<file path="src/rtl/alias_regbank_pkg.sv">
package alias_regbank_pkg;

  localparam int DW   = 32;
  localparam int NREG = 6;

  typedef enum logic [1:0] {
    OP_WRITE = 2'd0,
    OP_SET   = 2'd1,
    OP_CLR   = 2'd2,
    OP_TOG   = 2'd3
  } alias_op_e;

  localparam int IDX_ACTL = 0;
  localparam int IDX_STAT = 1;
  localparam int IDX_THR  = 2;
  localparam int IDX_MCTL = 3;
  localparam int IDX_PER  = 4;
  localparam int IDX_DIV  = 5;

  localparam logic [11:0] REG_OFS [NREG] = '{
    12'h000, 12'h010, 12'h030, 12'h200, 12'h270, 12'h280
  };

  localparam logic [DW-1:0] REG_MASK [NREG] = '{
    32'h0000_020C, 32'h0001_0200, 32'hFFFF_0000,
    32'h830C_0000, 32'h00FF_FFFF, 32'h80FF_0000
  };

  localparam int START_BIT = 30;
  localparam int STOP_BIT  = 29;
  localparam int ALARM_BIT = 9;
  localparam int ABOVE_BIT = 13;
  localparam int DRDY_BIT  = 16;

  function automatic logic [DW-1:0] apply_op(alias_op_e op, logic [DW-1:0] cur,
                                             logic [DW-1:0] wd);
    logic [DW-1:0] r;
    unique case (op)
      OP_WRITE: r = wd;
      OP_SET:   r = cur | wd;
      OP_CLR:   r = cur & ~wd;
      default:  r = cur ^ wd;
    endcase
    return r;
  endfunction

endpackage

</file>
<file path="src/rtl/arb_addr_decode.sv">
module arb_addr_decode
  import alias_regbank_pkg::*;
#(
  parameter int ADDR_W = 12
) (
  input  logic [ADDR_W-1:0] addr,
  output logic [NREG-1:0]   hit,
  output alias_op_e         op
);

  logic unused_lo;
  assign unused_lo = ^addr[1:0];
  assign op = alias_op_e'(addr[3:2]);

  for (genvar g = 0; g < NREG; g++) begin : g_cmp
    localparam logic [ADDR_W-1:0] BASE = ADDR_W'(REG_OFS[g]);
    assign hit[g] = (addr[ADDR_W-1:4] == BASE[ADDR_W-1:4]);
  end

endmodule

</file>
<file path="src/rtl/arb_reg.sv">
module arb_reg
  import alias_regbank_pkg::*;
#(
  parameter logic [DW-1:0] MASK = '1
) (
  input  logic          clk,
  input  logic          rst_n,
  input  logic          we,
  input  alias_op_e     op,
  input  logic [DW-1:0] wdata,
  input  logic [DW-1:0] hw_set,
  output logic [DW-1:0] q
);

  logic [DW-1:0] sw_next;

  always_comb begin
    sw_next = q;
    if (we) sw_next = apply_op(op, q, wdata);
  end

  // hardware set is ORed after the software update, so it wins a clash
  always_ff @(posedge clk or negedge rst_n) begin
    if (!rst_n) q <= '0;
    else        q <= (sw_next | hw_set) & MASK;
  end

endmodule

</file>
<file path="src/rtl/arb_strobe.sv">
module arb_strobe (
  input  logic clk,
  input  logic rst_n,
  input  logic fire_start,
  input  logic fire_stop,
  output logic start_o,
  output logic stop_o
);

  always_ff @(posedge clk or negedge rst_n) begin
    if (!rst_n) begin
      start_o <= 1'b0;
      stop_o  <= 1'b0;
    end else begin
      start_o <= fire_start;
      stop_o  <= fire_stop;
    end
  end

endmodule

</file>
<file path="src/rtl/alias_regbank.sv">
module alias_regbank
  import alias_regbank_pkg::*;
#(
  parameter int ADDR_W = 12
) (
  input  logic              clk,
  input  logic              rst_n,
  input  logic [ADDR_W-1:0] bus_addr,
  input  logic              bus_wr,
  input  logic [DW-1:0]     bus_wdata,
  output logic [DW-1:0]     bus_rdata,
  input  logic              hw_alarm_set,
  input  logic              hw_drdy_set,
  input  logic              hw_above,
  output logic              alarm_ie,
  output logic [1:0]        alarm_mode,
  output logic              mon_enable,
  output logic [1:0]        meas_mode,
  output logic [1:0]        res_sel,
  output logic              start_strobe,
  output logic              stop_strobe,
  output logic [15:0]       thr_level,
  output logic [23:0]       period_cnt,
  output logic              refdiv_en,
  output logic [7:0]        refdiv_val,
  output logic              alarm_flag,
  output logic              drdy_flag
);

  logic [NREG-1:0] hit;
  alias_op_e       op;
  logic [DW-1:0]   q      [NREG];
  logic [DW-1:0]   hw_vec [NREG];

  arb_addr_decode #(.ADDR_W(ADDR_W)) u_dec (
    .addr (bus_addr),
    .hit  (hit),
    .op   (op)
  );

  always_comb begin
    for (int i = 0; i < NREG; i++) hw_vec[i] = '0;
    hw_vec[IDX_STAT][ALARM_BIT] = hw_alarm_set;
    hw_vec[IDX_STAT][DRDY_BIT]  = hw_drdy_set;
  end

  for (genvar g = 0; g < NREG; g++) begin : g_reg
    arb_reg #(.MASK(REG_MASK[g])) u_reg (
      .clk    (clk),
      .rst_n  (rst_n),
      .we     (bus_wr & hit[g]),
      .op     (op),
      .wdata  (bus_wdata),
      .hw_set (hw_vec[g]),
      .q      (q[g])
    );
  end

  logic cmd_write;
  assign cmd_write = bus_wr & hit[IDX_MCTL] & (op != OP_CLR);

  arb_strobe u_strobe (
    .clk        (clk),
    .rst_n      (rst_n),
    .fire_start (cmd_write & bus_wdata[START_BIT]),
    .fire_stop  (cmd_write & bus_wdata[STOP_BIT]),
    .start_o    (start_strobe),
    .stop_o     (stop_strobe)
  );

  always_comb begin
    bus_rdata = '0;
    for (int i = 0; i < NREG; i++) begin
      if (hit[i]) bus_rdata = q[i];
    end
    if (hit[IDX_STAT]) bus_rdata[ABOVE_BIT] = hw_above;
  end

  assign alarm_ie   = q[IDX_ACTL][9];
  assign alarm_mode = q[IDX_ACTL][3:2];
  assign alarm_flag = q[IDX_STAT][ALARM_BIT];
  assign drdy_flag  = q[IDX_STAT][DRDY_BIT];
  assign thr_level  = q[IDX_THR][31:16];
  assign mon_enable = q[IDX_MCTL][31];
  assign meas_mode  = q[IDX_MCTL][25:24];
  assign res_sel    = q[IDX_MCTL][19:18];
  assign period_cnt = q[IDX_PER][23:0];
  assign refdiv_en  = q[IDX_DIV][31];
  assign refdiv_val = q[IDX_DIV][23:16];

endmodule

</file>
<file path="config.mk">
export PLATFORM = sky130hd
export DESIGN_NAME = alias_regbank
export DESIGN_NICKNAME = d
export VERILOG_FILES = /design/src/rtl/alias_regbank_pkg.sv /design/src/rtl/arb_addr_decode.sv /design/src/rtl/arb_reg.sv /design/src/rtl/arb_strobe.sv /design/src/rtl/alias_regbank.sv
export SDC_FILE = /design/constraint.sdc
export NUM_CORES = 1
export LEC_CHECK = 0
export BUFFER_PORTS_ARGS = -buffer_cell sky130_fd_sc_hd__buf_2
export CAP_MARGIN = 20
export CORE_ASPECT_RATIO = 1.2
export CORE_MARGIN = 1.5
export CORE_UTILIZATION = 38
export DETAILED_ROUTE_END_ITERATION = 7
export GPL_TIMING_DRIVEN = 1
export PLACE_DENSITY = 0.65
export SLEW_MARGIN = 20
export SYNTH_ARGS = -nofsm -noshare
export SYNTH_HDL_FRONTEND = slang
export SYNTH_SLANG_ARGS = --single-unit
</file>
<file path="constraint.sdc">
create_clock -name clk -period 2.24 [get_ports clk]
set_input_delay 0.448 -clock clk [delete_from_list [all_inputs] [get_ports clk]]
set_output_delay 0.448 -clock clk [all_outputs]
set_load 0.03 [all_outputs]
</file>
==> impl_results.md <==
- Post-Syn Instances: 653
- HPWL Detailed: 11400 um
- Vias after detailed routing: approximately 5300
- Number of failing setup endpoints in the final timing report: 16
- Family of cells with the greatest summed delay on the critical path: simple AND/OR/NAND/NOR gates
- Residual DRC count: 0
- Area of the mapped netlist: around 6100 um^2
- Area leader, netlist: dfrtp_1
- Flip-flop and latch count after synthesis: 61
- CP Class: in -> out
- Critical path data arrival time: just under 2 ns
- Cell types with the largest area share after synthesis: dfrtp_1, ha_1, a211oi_1, mux2_2, mux4_2
- Distinct cells, synth: 37
- Drt initial violations: 191
- Violations in the final reports: setup timing
- Detailed-routing iteration count for the pre-antenna-repair pass: 4
- Type of element launching the critical path: primary input
- Area added between synthesis and finish: 28.4%
- Portion of the clock cycle consumed by the worst path in the final layout: 1.06
- Row count: 50
- Fraction of synthesized area in multiplexers: 0.149
- Y dimension of the die: 142 um
- H-tree depth: 3
- Pin count of the biggest net entering global routing: a little over 60
- Initial antenna violation count: 1
- Most common cell after layout, fill and taps aside: ha_1
- Clock sink count: 61
- Maximum resistive drop on vdd: between 0.0002 and 0.0003 V
- Worst path cell trace: buf_6, or4_4, nor4_4, buf_6, buf_6, a22o_1, buf_6
- Max-cap violations: 0
- CP max-delay cell: or4_4
- Crit path largest cell delay: 0.56 ns
- Clock insertion delay at the later pin of the skew report: 0.34 ns
- Xor and xnor fraction of the mapped netlist area: 0
- Initial Utilization: 0.390
- Reg clk slew, reported paths: 0.05 ns
- Placed insts: 1004
- Clock tree from TritonCTS: yes
- Number of I/O port buffers: 140
- Power density of the placed cells: 447 nW/um^2
- Gp weighted congestion: ~0.79
- Critical path capture point type: output pin
- Non-filler instance count after layout: 1022
- Highest attainable clock frequency: 421 MHz
- Final-layout setup total negative slack: -1.73 ns
- Worst hold slack: 0.116 ns
- Total CTS buffers: 9
- Compound-Gate Fraction of Synth Area: 0.171
- Via count of the first global-routing pass: approximately 5000
- Top cell type's share of synthesized area: 0.250
- X dimension of the die: 119 um
- Static leakage: between 3 and 4 nW
- DRT antenna net count: 0
- Crit path required time: approximately 1.8 ns
- Fraction of final layout cells with drive strength greater than 1: 0.358
- Time the worst path needs with I/O delays and setup: 2.38 ns
- Type of the tightest min-delay check: in -> async
- Synthesized area divided by synthesized cell count: about 9.4 um^2
- Outcome: finished, violations left
- Global-route wire length before repair: roughly 26000 um
- Maximum net fanout on the critical path: 6
- Slew Limit Fails: 0
- Smallest setup slack after layout: -0.135 ns
- Hold violation count in the final report: 0
- Root Driver: clkbuf_16
- Clk buf depth: 2
- Arithmetic-cell share of the synthesized area counting full adders, half adders and majority gates: 0.242
- Routed vias/inst: 5.15
- Total congestion overflow: 0
- Setup repair after global routing missed its margin: yes
- I/O pin count: about 140
- Combinational family with the most area after synthesis: adder cells
- Die Footprint: 16800 um^2
- Total global-route track usage: 0.192
- Syn_nets: 821
- Final WL: 15600 um
- Setup clock skew after layout: 0 ns
- CP most frequent cell: buf_6
- YS warnings: 0
- Sum of buffers and inverters on the critical path: 4
- Post-synthesis share of cell area spent on and, or, nand and nor gates: 0.0906
- Register area share after synthesis: 0.250
- Core box area: 15600 um^2
- Transition time at the pin with the least slew margin: between 0.4 and 0.5 ns
- Commonest non-fill, non-tap cells in the layout: ha_1, buf_2, inv_1, a211oi_1, dfrtp_1
- Final Net Count: approximately 980
- Max transition margin: 0.675
- Wire length per cell: 15.3 um
-- per-stage QoR --
| stage | worst slack [ns] | instance area, um^2 | util | power [W] |
|---|---|---|---|---|
| floorplan | -0.00877 | 6130 | - | 0.00181 |
| global placement | -0.212 | 7330 | 0.469 | 0.00207 |
| detailed placement | -0.230 | 7330 | 0.469 | 0.00210 |
| CTS | -0.139 | 7780 | 0.498 | 0.00354 |
| global route | -0.195 | 7840 | 0.501 | 0.00370 |
| finish | -0.135 | 7840 | 0.501 | 0.00350 |
-- metal layers --
layer | vias up | track usage | share of wire
met5 | - | 0 | 0
met4 | 0 | 0.0793 | 0.023
met3 | 16 | 0.0309 | 0.040
met2 | 113 | 0.322 | 0.48
met1 | 2539 | 0.248 | 0.46
li1 | 2596 | - | -
-- Yosys cell counts --
master and n:
nor4_1 2, nand2b_1 3, a22oi_1 10, a21oi_1 55, buf_1 2, nor4_4 1
dfrtp_1 61, a21oi_2 10, nor4b_1 1, and4b_1 1, a22o_1 5, a211oi_1 68
or4_1 1, nor4b_4 1, nor2_1 43, or4b_2 1, nor3_1 2, nand4_1 1
and3_1 15, inv_1 112, and2_1 7, mux2i_1 3, a221o_1 2, ha_1 118
nand2_1 18, mux4_2 19, nor4b_2 1, nand3_1 3, o21ai_0 6, clkbuf_1 25
or4_4 1, mux2_2 40, buf_4 3, nor2b_1 1, nand3_2 1, buf_6 1
buf_2 9
-- registers in the layout, indices dropped and copies added (netlist names) --
signal	count
g.u_reg.q	59
u_strobe.stop_o	1
u_strobe.start_o	1
-- cell type report --
class,instances,area [um^2]
inverter,112,420
timing repair buffer,184,1280
clock buffer,15,298
multi-input combinational,440,4050
tap,208,260
sequential,61,1530
antenna,2,5.00
fill,1477,7800
-- where the power goes --
part           internal, W  total, W  switching, W
clock network     0.000895   0.00142      0.000521
registers          0.00116   0.00123     0.0000717
logic             0.000359  0.000856      0.000496
-- final timing paths --
check / cells past startpoint / slack, ns / start / to
max: 7 / -0.14 / bus_addr[10] / bus_rdata[25]
min: 2 / 0.12 / rst_n / u_strobe.start_o$_DFF_PN0_
max reg2reg: 5 / 0.68 / g_reg[1].u_reg.q[9]$_DFF_PN0_ / g_reg[1].u_reg.q[9]$_DFF_PN0_
min reg2reg: 2 / 0.58 / g_reg[4].u_reg.q[4]$_DFFE_PN0P_ / g_reg[4].u_reg.q[4]$_DFFE_PN0P_
max in group asynchronous: 2 / 1.82 / rst_n / g_reg[4].u_reg.q[16]$_DFFE_PN0P_
min in group clk: 2 / 0.31 / hw_alarm_set / g_reg[1].u_reg.q[9]$_DFF_PN0_
-- cells by family (layout without fill, tap and decap cells) --
group,count (synthesis),in the layout
buf+inv,152,311
mux,62,62
other cells,0,2
simple gates,104,104
flops,61,61
compound gates,156,156
fa+ha+maj,118,118
-- repair_timing --
action	4_1_cts	5_1_grt
endpoints found under the setup margin	20	21
pin swaps	1	3
resized for setup	50	11
hold buffers	0	0
buffers inserted	0	1
(Power assumes the default switching activity.)
